===== src/rtl/msb2_pkg.sv =====
package msb2_pkg;
  localparam int NB   = 4;
  localparam int NSH  = 5;
  localparam int NEXP = 2 * NSH;
  localparam int SHW  = NSH * NB;
  localparam int EXW  = NEXP * NB;

  typedef logic [NB-1:0] nib_t;
  typedef enum logic {QF_ALPHA, QF_BETA} qkind_e;

  // share index pairs feeding each expanded share; first NSH use f, rest use g
  function automatic int pair_lo(input int k);
    case (k)
      0: return 1; 1: return 2; 2: return 3; 3: return 4; 4: return 0;
      5: return 1; 6: return 2; 7: return 0; 8: return 1; default: return 0;
    endcase
  endfunction

  function automatic int pair_hi(input int k);
    case (k)
      0: return 2; 1: return 3; 2: return 4; 3: return 0; 4: return 1;
      5: return 3; 6: return 4; 7: return 3; 8: return 4; default: return 2;
    endcase
  endfunction

  // cross product term between two shares: d_i x_j ^ x_i d_j
  function automatic logic xt(input logic xi, input logic di, input logic xj, input logic dj);
    return (di & xj) ^ (xi & dj);
  endfunction

  function automatic nib_t comp_f(input qkind_e kind, input nib_t si, input nib_t sj);
    nib_t r;
    logic qa, qb, qc;
    qa = (si[0] & si[3]) ^ xt(si[0], si[3], sj[0], sj[3]);
    qb = (si[1] & si[3]) ^ xt(si[1], si[3], sj[1], sj[3]);
    qc = (si[2] & si[3]) ^ xt(si[2], si[3], sj[2], sj[3]);
    if (kind == QF_ALPHA) begin
      r[0] = si[0] ^ qb;
      r[1] = si[1] ^ qc;
      r[2] = si[2];
      r[3] = si[3];
    end else begin
      r[0] = si[0] ^ qa ^ qc;
      r[1] = si[1] ^ qa ^ qb ^ qc;
      r[2] = si[2] ^ qb ^ qc;
      r[3] = si[3];
    end
    return r;
  endfunction

  function automatic nib_t comp_g(input qkind_e kind, input nib_t si, input nib_t sj);
    nib_t r;
    logic ca, cb, cc;
    ca = xt(si[0], si[3], sj[0], sj[3]);
    cb = xt(si[1], si[3], sj[1], sj[3]);
    cc = xt(si[2], si[3], sj[2], sj[3]);
    if (kind == QF_ALPHA) begin
      r = {2'b00, cc, cb};
    end else begin
      r[0] = ca ^ cc;
      r[1] = ca ^ cb ^ cc;
      r[2] = cb ^ cc;
      r[3] = 1'b0;
    end
    return r;
  endfunction

  // unshared quadratic maps, used by the checkers
  function automatic nib_t quad_ref(input qkind_e kind, input nib_t x);
    nib_t r;
    if (kind == QF_ALPHA) begin
      r = {x[3], x[2], x[1] ^ (x[2] & x[3]), x[0] ^ (x[1] & x[3])};
    end else begin
      r[0] = x[0] ^ (x[0] & x[3]) ^ (x[2] & x[3]);
      r[1] = x[1] ^ (x[0] & x[3]) ^ (x[1] & x[3]) ^ (x[2] & x[3]);
      r[2] = x[2] ^ (x[1] & x[3]) ^ (x[2] & x[3]);
      r[3] = x[3];
    end
    return r;
  endfunction

  function automatic nib_t aff_lin(input logic [NB*NB-1:0] mat, input nib_t x);
    nib_t r;
    for (int b = 0; b < NB; b++) r[b] = ^(x & mat[b*NB +: NB]);
    return r;
  endfunction

  function automatic nib_t xor_sh(input logic [SHW-1:0] v);
    nib_t r;
    r = '0;
    for (int s = 0; s < NSH; s++) r = r ^ v[s*NB +: NB];
    return r;
  endfunction
endpackage


===== src/rtl/msb2_affine.sv =====
module msb2_affine
  import msb2_pkg::*;
#(
  parameter logic [NB*NB-1:0] MAT = 16'h8421,
  parameter logic [NB-1:0]    CST = 4'h0
) (
  input  logic [SHW-1:0] sh_i,
  output logic [SHW-1:0] sh_o
);
  for (genvar s = 0; s < NSH; s++) begin : g_share
    if (s == 0) begin : g_const
      assign sh_o[s*NB +: NB] = aff_lin(MAT, sh_i[s*NB +: NB]) ^ CST;
    end else begin : g_plain
      assign sh_o[s*NB +: NB] = aff_lin(MAT, sh_i[s*NB +: NB]);
    end
  end
endmodule


===== src/rtl/msb2_compress.sv =====
module msb2_compress
  import msb2_pkg::*;
(
  input  logic [EXW-1:0] exp_i,
  output logic [SHW-1:0] sh_o
);
  for (genvar s = 0; s < NSH; s++) begin : g_fold
    assign sh_o[s*NB +: NB] = exp_i[s*NB +: NB] ^ exp_i[(s+NSH)*NB +: NB];
  end
endmodule


===== src/rtl/msb2_quad_stage.sv =====
module msb2_quad_stage
  import msb2_pkg::*;
#(
  parameter qkind_e KIND = QF_ALPHA
) (
  input  logic           clk,
  input  logic           rst,
  input  logic           vld_i,
  input  logic [SHW-1:0] sh_i,
  output logic           vld_o,
  output logic [SHW-1:0] sh_o
);
  logic [EXW-1:0] exp_d;
  logic [EXW-1:0] exp_q;
  logic           vld_q;

  for (genvar k = 0; k < NEXP; k++) begin : g_exp
    localparam int PI = pair_lo(k);
    localparam int PJ = pair_hi(k);
    if (k < NSH) begin : g_f
      assign exp_d[k*NB +: NB] = comp_f(KIND, sh_i[PI*NB +: NB], sh_i[PJ*NB +: NB]);
    end else begin : g_g
      assign exp_d[k*NB +: NB] = comp_g(KIND, sh_i[PI*NB +: NB], sh_i[PJ*NB +: NB]);
    end
  end

  always_ff @(posedge clk) begin
    if (rst) begin
      vld_q <= 1'b0;
      exp_q <= '0;
    end else begin
      vld_q <= vld_i;
      if (vld_i) exp_q <= exp_d;
    end
  end

  msb2_compress u_fold (
    .exp_i (exp_q),
    .sh_o  (sh_o)
  );

  assign vld_o = vld_q;

  logic [NB-1:0] in_sum, out_sum;
  assign in_sum  = xor_sh(sh_i);
  assign out_sum = xor_sh(sh_o);

  // stage valid follows its input by one edge
  assert_stage_valid_R3: assert property (@(posedge clk) disable iff (rst)
    !$past(rst) |-> (vld_o == $past(vld_i)));

  // folded shares recombine to the unshared quadratic map of the input
  assert_stage_value_R2: assert property (@(posedge clk) disable iff (rst)
    (!$past(rst) && $past(vld_i)) |-> (out_sum == quad_ref(KIND, $past(in_sum))));

  // no load without valid
  assert_stage_hold_R5: assert property (@(posedge clk) disable iff (rst)
    (!$past(rst) && !$past(vld_i)) |-> $stable(exp_q));
endmodule


===== src/rtl/masked_sbox2_top.sv =====
module masked_sbox2_top
  import msb2_pkg::*;
#(
  parameter logic [NB*NB-1:0] A1_MAT = 16'h8421,
  parameter logic [NB-1:0]    A1_CST = 4'h0,
  parameter logic [NB*NB-1:0] A2_MAT = 16'h8421,
  parameter logic [NB-1:0]    A2_CST = 4'h0,
  parameter logic [NB*NB-1:0] A3_MAT = 16'h8421,
  parameter logic [NB-1:0]    A3_CST = 4'h0
) (
  input  logic                    clk,
  input  logic                    rst,
  input  logic                    in_valid,
  input  logic [msb2_pkg::SHW-1:0] in_shares,
  output logic                    out_valid,
  output logic [msb2_pkg::SHW-1:0] out_shares
);
  logic [SHW-1:0] pre_a, post_a, mid_in, post_b;
  logic           vld_a, vld_b;

  msb2_affine #(.MAT(A1_MAT), .CST(A1_CST)) u_aff_in (
    .sh_i (in_shares),
    .sh_o (pre_a)
  );

  msb2_quad_stage #(.KIND(QF_ALPHA)) u_stage_a (
    .clk   (clk),
    .rst   (rst),
    .vld_i (in_valid),
    .sh_i  (pre_a),
    .vld_o (vld_a),
    .sh_o  (post_a)
  );

  msb2_affine #(.MAT(A2_MAT), .CST(A2_CST)) u_aff_mid (
    .sh_i (post_a),
    .sh_o (mid_in)
  );

  msb2_quad_stage #(.KIND(QF_BETA)) u_stage_b (
    .clk   (clk),
    .rst   (rst),
    .vld_i (vld_a),
    .sh_i  (mid_in),
    .vld_o (vld_b),
    .sh_o  (post_b)
  );

  msb2_affine #(.MAT(A3_MAT), .CST(A3_CST)) u_aff_out (
    .sh_i (post_b),
    .sh_o (out_shares)
  );

  assign out_valid = vld_b;

  function automatic nib_t full_ref(input nib_t x);
    nib_t t;
    t = aff_lin(A1_MAT, x) ^ A1_CST;
    t = quad_ref(QF_ALPHA, t);
    t = aff_lin(A2_MAT, t) ^ A2_CST;
    t = quad_ref(QF_BETA, t);
    return aff_lin(A3_MAT, t) ^ A3_CST;
  endfunction

  logic [NB-1:0] top_in_sum, top_out_sum;
  assign top_in_sum  = xor_sh(in_shares);
  assign top_out_sum = xor_sh(out_shares);

  // two-edge latency from accepted input to result
  assert_latency_R3: assert property (@(posedge clk) disable iff (rst)
    (!$past(rst) && !$past(rst, 2)) |-> (out_valid == $past(in_valid, 2)));

  // composed map including the affine parameters
  assert_composed_R6: assert property (@(posedge clk) disable iff (rst)
    (!$past(rst) && !$past(rst, 2) && out_valid) |-> (top_out_sum == full_ref($past(top_in_sum, 2))));
endmodule


===== config.mk =====
export PLATFORM = sky130hd
export DESIGN_NAME = masked_sbox2_top
export DESIGN_NICKNAME = d
export VERILOG_FILES = /design/src/rtl/msb2_pkg.sv /design/src/rtl/msb2_affine.sv /design/src/rtl/msb2_compress.sv /design/src/rtl/msb2_quad_stage.sv /design/src/rtl/masked_sbox2_top.sv
export SDC_FILE = /design/constraint.sdc
export NUM_CORES = 1
export LEC_CHECK = 0
export BUFFER_PORTS_ARGS = -buffer_cell sky130_fd_sc_hd__buf_2
export CELL_PAD_IN_SITES_DETAIL_PLACEMENT = 0
export CELL_PAD_IN_SITES_GLOBAL_PLACEMENT = 1
export CORE_UTILIZATION = 40
export DETAILED_ROUTE_END_ITERATION = 12
export PLACE_DENSITY_LB_ADDON = 0.1
export SLEW_MARGIN = 20
export SYNTH_ARGS = -nofsm -noshare
export SYNTH_HDL_FRONTEND = slang
export SYNTH_SLANG_ARGS = --single-unit

===== constraint.sdc =====
create_clock -name clk -period 2.2 [get_ports clk]
set_clock_uncertainty 0.05 [all_clocks]
set_input_delay 0 -clock clk [delete_from_list [all_inputs] [get_ports clk]]
set_output_delay 0 -clock clk [all_outputs]
set_load 0.05 [all_outputs]

; ---- Word-level counts from Yosys, hierarchy flattened
; Cells that the tools add are included.
[op_classes]
n_lt_le_gt_ge = 0
n_eq_ne = 0
add_sub_neg = 0
bitwise = 275
shifts = 0
multipliers = 0
n_mux = 0
reduce_logical = 60
div = 0
[ops]
columns = operator, n
row1 = $reduce_xor A4 Y1, 60
row2 = $xor A1 B1 Y1, 140
row3 = $and A1 B1 Y1, 125
row4 = $xor A4 B2 Y4, 5
row5 = $xor A4 B3 Y4, 5
[word_totals]
latch_bits = 0
reg_bits = 67
rom_bits = 0
mem_count = 0
mem_bits_rw = 0
input_bits = 23

; ---- Depth between registers and ports, before layout
; Gate-level depths: netlist (run 1).
[depth]
word_depth = 8
mapped_depth = 7
mapped_depth_nobuf = 6

; ---- By module
; A second synthesis (run 1) with hierarchy kept.
[unflattened]
cells_unflattened = 629
hier_area_um2 = 5291.3
[modules_own_cells]
columns = mod, n_inst, area_per_inst_um2, seq_area_each_um2, cells_each
row1 = msb2_quad_stage at u_stage_b, 1, 2461.1, 720.7, 299
row2 = msb2_quad_stage at u_stage_a, 1, 2029.4, 620.6, 230
row3 = msb2_affine, 3, 150.1, 0.0, 20
row4 = msb2_compress, 2, 175.2, 0.0, 20

; ---- Least setup slack after synthesis (run 1)
; No wires, ideal clock.
[synth_path]
path_type = register -> register
startpoint = register u_stage_a.exp_q[5]
endpoint = register u_stage_b.exp_q[17]
period_less_slack_ns = 1.746
t_required_ns = 2.071
setup_slack_ns = 0.454
path_buffers = 0
arrival_time_ns = 1.617
stages_incl_launch_ff = 7
cell_sequence = dfxtp_1 > xnor3_1 > xnor2_2 > nand3_1 > o21ai_1 > a211o_1 > a211oi_2
[synth_between]
elab_chain_len = 7
[synth_lines]
columns = item, line_no
row1 = "start, declared", msb2_quad_stage.sv:14  ; logic [EXW-1:0] exp_q;
row2 = "start signal, assigned", msb2_quad_stage.sv:33  ; if (vld_i) exp_q <= exp_d;
row3 = $xor A4 B2 Y4, msb2_compress.sv:8  ; assign sh_o[s*NB +: NB] = exp_i[s*NB +: NB] ^ exp_i[(s+NSH)*NB +: NB];
row4 = $reduce_xor A4 Y1, msb2_pkg.sv:84  ; for (int b = 0; b < NB; b++) r[b] = ^(x & mat[b*NB +: NB]);
row5 = $and A1 B1 Y1, msb2_pkg.sv:28  ; return (di & xj) ^ (xi & dj);
row6 = $xor A1 B1 Y1, msb2_pkg.sv:28
row7 = $xor A1 B1 Y1, msb2_pkg.sv:35  ; qb = (si[1] & si[3]) ^ xt(si[1], si[3], sj[1], sj[3]);
row8 = $xor A1 B1 Y1 (2 in series), msb2_pkg.sv:44  ; r[1] = si[1] ^ qa ^ qb ^ qc;
row9 = "end signal, assigned", msb2_quad_stage.sv:33
row10 = "end, declared", msb2_quad_stage.sv:14
; Every way passes these cells.
; A chain may end at the register's enable or synchronous reset.

; ---- Worst setup path after layout (run 1)
; Same ends and word-level chain as after synthesis.

==> metrics.yaml, run 1 <==
power_and_ir_drop:
  ir_drop_mv: 0.331
  swShare_pct: 33.8
  power_leakage_nw: 2.08
  power_density_nw_per_um2: 736
  combPwrFrac_pct: 31.6
  seq_power_share_pct: 37.4
  p_total_w: 0.00372
  intPower_w: 0.00247
  p_clk_share_pct: 31.1
  switchingPower_w: 0.00126
clocking:
  cts-resized-gates: 0
  cts_made_buffers: 9
  clkLatencyLatePin_ns: 0.35
  cts.sinks: 67
  h-tree-depth: 3
  clockBufferDepth: 2
  cts_tree: "yes"
  clockRootBuffer: "clkbuf_8"
  clk_pin_slew_ns: 0.07
global_routing:
  grt_max_degree: 42
  grt_pass1_wl_um: 16800
  grt_pass1_vias: 3256
  overflow: 0
  grt_usage_pct: 19.1
  antenna_found_initial: 0
finish:
  diodes: 0
  layout.nets: 588
  stdcell_area_um2: 5060
  drive_gt1_share_pct: 18.4
  syn_to_final_growth_pct: 12.7
  nFillCells: 1096
placement:
  place_congestion: 0.842
  placed_area_um2: 4730
  io_buffers: 43
  dp_hpwl_um: 7490
routing:
  via_per_inst: 4.99
  wire_per_inst_um: 14.4
  ant_nets: 0
  firstDrtPassIters: 4
  dr.first_iter.drc_count: 154
  vias: 3541
  drc_errors: 0
  wirelength_um: 10200
critical_path:
  critical_path_buf_inv_count: 0
  startpoint_type: "flip-flop"
  worstPathCellList: "xnor3_1, xnor2_2, nand3_1, o21ai_1, a211o_1, a211oi_2"
  crit_path_end_kind: "flip-flop"
  crit_type: "reg -> reg"
  crit_family: "XOR/XNOR gates"
  crit_slowest_cell: "xnor3_1"
  crit_path_max_incr_delay_ns: 0.50
  r2r_cells: 6
  cp.required_ns: 2.42
  crit_arrival_ns: 2.11
  cp.depth: 6
  crit_fanout: 5
synth:
  syn-cell-area_um2: 4490
  synth.net_count: 557
  synth_edf_count: 0
  synth_top_area_cell: "dfxtp_1"
  ys_types: 49
  ys_ff_latch: 67
  synth.area.top_cells: "dfxtp_1 30%, xnor2_1 9.9%, mux2i_1 8.0%, nor2_1 6.7%, nand2_1 5.7%"
  yosysSeqAreaShare_pct: 29.9
  yosys_warnings: 0
  yosys-top-cells-count: "80 x nor2_1, 68 x nand2_1, 67 x dfxtp_1"
  synth_cells: 534
  synth.avg_cell_area_um2: 8.41
  synth_top_area_share_pct: 29.9
  yosys_most_used_dff: "dfxtp_1"
  async_flop_share_pct: 0
  post-synth-top-count-cell: "nor2_1"
worst_hold_path:
  hp-class: "in -> reg"
  min_path_cells: 3
sta:
  fmaxAchievable_ghz: 0.529
  worstMarginPinSlew_ns: 0.603
  final.hold.worst_slack_ns: 0.0275
  slew_viol_final: 0
  rsz0062_at_grt: "no"
  min_period_over_period_pct: 85.9
  totalNegativeSetupSlack_ns: 0
  hold_viol: 0
  slew_headroom_pct: 59.3
  setup_viol: 0
  min_period_ns: 1.89
floorplanning:
  dieHeight_um: 108
  placementRows: 38
  start_util_pct: 41.3
  ioPinCount: 44
  die_width_um: 108
  core_um2: 10900
  die_area_um2: 11700
job:
  drv_cap: 0
status:
  status: "completed"
==> state kept, by name, indices dropped and copies added, names as in the netlist <==
register	cells
u_stage_b.exp_q	35
u_stage_a.exp_q	30
u_stage_a.vld_o	1
u_stage_b.vld_o	1
==> power by group through the flow <==
stage                     registers (W)  clock network [W]  logic (W)
after floorplan                 0.00138                  0   0.000951
after global placement          0.00142                  0    0.00116
after detailed placement        0.00142                  0    0.00117
after CTS                       0.00139            0.00120    0.00118
after global routing            0.00140            0.00125    0.00129
final                           0.00139            0.00116    0.00117
==> logic make-up after synthesis <==
logic type             count (synthesis)  synth area share [%]
AND/OR/NAND/NOR                      187                  17.7
XOR/XNOR                              96                  22.5
AO/OA/AOI/OAI                         89                  13.7
flip-flops                            67                  29.9
buffers and inverters                 51                  6.24
multiplexers                          44                  10.0
==> worst reg2reg max path, stage by stage (launching register included) <==
cell      delay [ns]
dfxtp_1         0.37
xnor3_1         0.50
xnor2_2         0.21
nand3_1         0.12
o21ai_1         0.07
a211o_1         0.31
a211oi_2        0.20
==> layer usage <==
metal  part of all wire [%]  track usage [%]  vias to the layer above
met5                      0                0                        -
met4                    2.6             9.59                        0
met3                    2.8             2.65                       16
met2                     44             29.9                       63
met1                     51             25.5                     1617
li1                       -                -                     1845
==> final timing paths <==
path | slack (ns) | end | from
setup / recovery | 0.31 | u_stage_b.exp_q[17] | u_stage_a.exp_q[5]
hold / removal | 0.03 | u_stage_a.exp_q[3] | in_shares[7]
setup reg to reg | 0.31 | u_stage_b.exp_q[17] | u_stage_a.exp_q[5]
hold reg to reg | 0.42 | u_stage_b.exp_q[13] | u_stage_b.exp_q[13]
==> cell usage in the layout, fill, tap and decap left out, types with 5 or more instances in the layout <==
cell	synthesis	routed
a211oi_1	27	27
a21oi_1	15	15
a22oi_1	5	5
buf_2	3	43
buf_4	6	17
clkbuf_8	5	11
dfxtp_1	67	66
dlygate4sd3_1	0	10
mux2_2	8	8
mux2i_1	36	36
nand2_1	68	68
nand2b_1	20	20
nor2_1	80	80
nor2b_1	6	6
nor3_1	5	5
o211ai_1	5	5
o21ai_0	8	8
o21ai_1	11	11
xnor2_1	51	51
xnor2_2	8	8
xor2_1	28	28
xor2_2	5	5
==> stage by stage <==
step	utilization [%]	instances	setup WS (ns)
floorplan	-	534	0.454
global placement	43.5	684	0.365
detailed placement	43.5	684	0.328
CTS	46.5	710	0.304
global route	46.5	710	0.183
finish	46.5	710	0.309
==> layout make-up <==
type                       instances  area (um2)  area share [%]
tap                              140         175            3.46
multi-input combinational        416        2870            56.7
inverter                           1        3.75          0.0742
clock inverter                     5        75.1            1.48
timing repair buffer              70         443            8.75
clock buffer                      11         151            2.99
sequential                        67        1340            26.5
==> timing repair <==
item | 4_1_cts | 5_1_grt
hold endpoints to repair | 10 | 0
hold buffers | 10 | 0
setup buffers | 0 | 0
Note: power is estimated with default switching activity, not from simulation.
==> inputs of run 2 (changes only) <==
==> constraint.sdc (replaced) <==
create_clock -name clk -period 2.4 [get_ports clk]
set_clock_uncertainty 0.05 [all_clocks]
set_input_delay 0 -clock clk [delete_from_list [all_inputs] [get_ports clk]]
set_output_delay 0 -clock clk [all_outputs]
set_load 0.05 [all_outputs]
==> run 2 against run 1 <==
Sequential share of layout area increased by 0.31 points. Highest routed layer unchanged. Flip-flop and latch count unchanged. Cell area down 1.1%. Largest cell class unchanged. Core utilization is 0.53 points lower.
==> metrics.yaml, run 2 (same netlist as run 1, synthesis figures left out) <==
status:
  status: "completed"  # unchanged
clocking:
  hold_buffers: 10  # unchanged
  clockBufferDepth: 2  # unchanged
  clockRootBuffer: "clkbuf_8"  # unchanged
  cts_tree: "yes"  # unchanged
  h-tree-depth: 3  # unchanged
  cts_made_buffers: 9  # unchanged
  clkLatencyLatePin_ns: 0.34  # was 0.35 ns
  cts.sinks: 67  # unchanged
  clk_pin_slew_ns: 0.07  # about the same
  cts-resized-gates: 0  # unchanged
  post_cts_buffers: 0  # unchanged
floorplanning:
  die_width_um: 108  # unchanged
  start_util_pct: 41.3  # unchanged
  ioPinCount: 44  # unchanged
  core_um2: 10900  # unchanged
  die_area_um2: 11700  # unchanged
  placementRows: 38  # unchanged
  dieHeight_um: 108  # unchanged
sta:
  final.hold.worst_slack_ns: 0.0336  # was 0.0275 ns
  worstMarginPinSlew_ns: 0.929  # was 0.603 ns
  totalNegativeSetupSlack_ns: 0  # unchanged
  fmaxAchievable_ghz: 0.528  # was 0.529 GHz
  min_period_ns: 1.90  # was 1.89 ns
  min_period_over_period_pct: 79.0  # was 85.9%
  slew_viol_final: 0  # unchanged
  setup_viol: 0  # unchanged
  slew_headroom_pct: 38.0  # was 59.3%
  rsz0062_at_grt: "no"  # unchanged
  hold_viol: 0  # unchanged
routing:
  firstDrtPassIters: 4  # unchanged
  dr.first_iter.drc_count: 134  # was 154
  drc_errors: 0  # unchanged
  wirelength_um: 10300  # was 10200 um
  via_per_inst: 4.94  # was 4.99
  ant_nets: 0  # unchanged
  vias: 3478  # was 3541
  wire_per_inst_um: 14.6  # was 14.4 um
global_routing:
  grt_pass1_vias: 3178  # was 3256
  grt_pass1_wl_um: 16700  # was 16800 um
  overflow: 0  # unchanged
  antenna_found_initial: 0  # unchanged
  grt_max_degree: 42  # unchanged
  grt_usage_pct: 18.9  # was 19.1%
power_and_ir_drop:
  combPwrFrac_pct: 32.3  # was 31.6%
  ir_drop_mv: 0.278  # was 0.331 mV
  switchingPower_w: 0.00114  # was 0.00126 W
  p_clk_share_pct: 28.6  # was 31.1%
  power_density_nw_per_um2: 656  # was 736 nW/um2
  intPower_w: 0.00215  # was 0.00247 W
  swShare_pct: 34.6  # was 33.8%
  power_leakage_nw: 2.04  # was 2.08 nW
  p_total_w: 0.00328  # was 0.00372 W
  seq_power_share_pct: 39.1  # was 37.4%
placement:
  placed_area_um2: 4710  # was 4730 um2
  dp_hpwl_um: 7610  # was 7490 um
  place_congestion: 0.799  # was 0.842
  place_inst: 679  # was 684
  io_buffers: 43  # unchanged
critical_path:
  crit_fanout: 5  # unchanged
  crit_path_end_kind: "flip-flop"  # unchanged
  critPathLaunch: "u_stage_a.exp_q[5]"  # unchanged
  crit_arrival_ns: 2.11  # about the same
  r2r-start: "u_stage_a.exp_q[5]"  # unchanged
  r2r_slack_ns: 0.50  # was 0.31 ns
  r2r_cells: 6  # unchanged
  crit_type: "reg -> reg"  # unchanged
  startpoint_type: "flip-flop"  # unchanged
  cp.required_ns: 2.62  # was 2.42 ns
  r2r-end: "u_stage_b.exp_q[17]"  # unchanged
  crit_end: "u_stage_b.exp_q[17]"  # unchanged
job:
  drv_cap: 0  # unchanged
finish:
  top_regs: "u_stage_b.exp_q x35, u_stage_a.exp_q x30"  # unchanged
  diodes: 0  # unchanged
  stdcell_area_um2: 5000  # was 5060 um2
  largest_register: "u_stage_b.exp_q"  # unchanged
  final_common_cell: "nor2_1"  # unchanged
  layout.nets: 583  # was 588
  layout_common_cells: "80 x nor2_1, 68 x nand2_1, 66 x dfxtp_1"  # unchanged
  nFillCells: 1110  # was 1096
  stdcell_count: 704  # was 710
  largest_reg_flops: 35  # unchanged
  drive_gt1_share_pct: 17.2  # was 18.4%
  syn_to_final_growth_pct: 11.4  # was 12.7%
worst_hold_path:
  hp-class: "in -> reg"  # unchanged
## run 2: cell count changes in the layout (fill, tap and decap cells not counted), sizes merged
cell	change
bufinv	-1
clkinv	-2
clkbuf	+2
buf	-5
## run 2: worst min path at each step
stage                  start             endpoint  slack (ns)  depth (start not counted)
6_report        in_shares[7]   u_stage_a.exp_q[3]        0.03                          3
5_1_grt         in_shares[7]   u_stage_a.exp_q[3]        0.04                          3
4_1_cts        in_shares[15]  u_stage_a.exp_q[11]        0.02                          3
3_5_place_dp   in_shares[10]   u_stage_a.exp_q[6]        0.32                          3
3_3_place_gp   in_shares[16]  u_stage_a.exp_q[12]        0.31                          4
2_1_floorplan   in_shares[2]  u_stage_a.exp_q[18]         0.1                          2
## run 2: worst max-delay path, stage by stage (launching register included)
cell      delay [ns]
dfxtp_1         0.37
xnor3_1         0.51
xnor2_2         0.21
nand3_1         0.11
o21ai_1         0.06
a211o_1         0.31
a211oi_2        0.20
## run 2: stage by stage
stage / worst slack, ns / utilization, %
floorplan: 0.654 / -
global placement: 0.517 / 43.3
detailed placement: 0.497 / 43.3
CTS: 0.485 / 46.0
global route: 0.391 / 46.0
finish: 0.504 / 46.0
## run 2: metal layers
metal	vias up	wire length (um)	GRT usage, %
li1	1836	-	-
met2	52	4660	30.7
met5	-	0	0
met3	9	215	2.35
met4	0	147	7.53
met1	1581	5250	25.3
## run 2: power groups by stage
stage	Combinational, W	Sequential (W)	Clock, W
after floorplan	0.000872	0.00127	0
after global placement	0.00105	0.00131	0
after detailed placement	0.00106	0.00131	0
after CTS	0.00107	0.00129	0.000972
after global routing	0.00117	0.00130	0.00102
final	0.00106	0.00128	0.000938
## run 2: cell type report
| type | instances | area, um2 | area share, % |
|---|---|---|---|
| Clock buffer | 13 | 159 | 3.18 |
| Clock inverter | 2 | 35.0 | 0.700 |
| Inverter | 1 | 3.75 | 0.0750 |
| Multi-Input combinational cell | 416 | 2870 | 57.4 |
| Sequential cell | 67 | 1340 | 26.8 |
| Tap cell | 140 | 175 | 3.50 |
| Timing Repair Buffer | 65 | 418 | 8.35 |
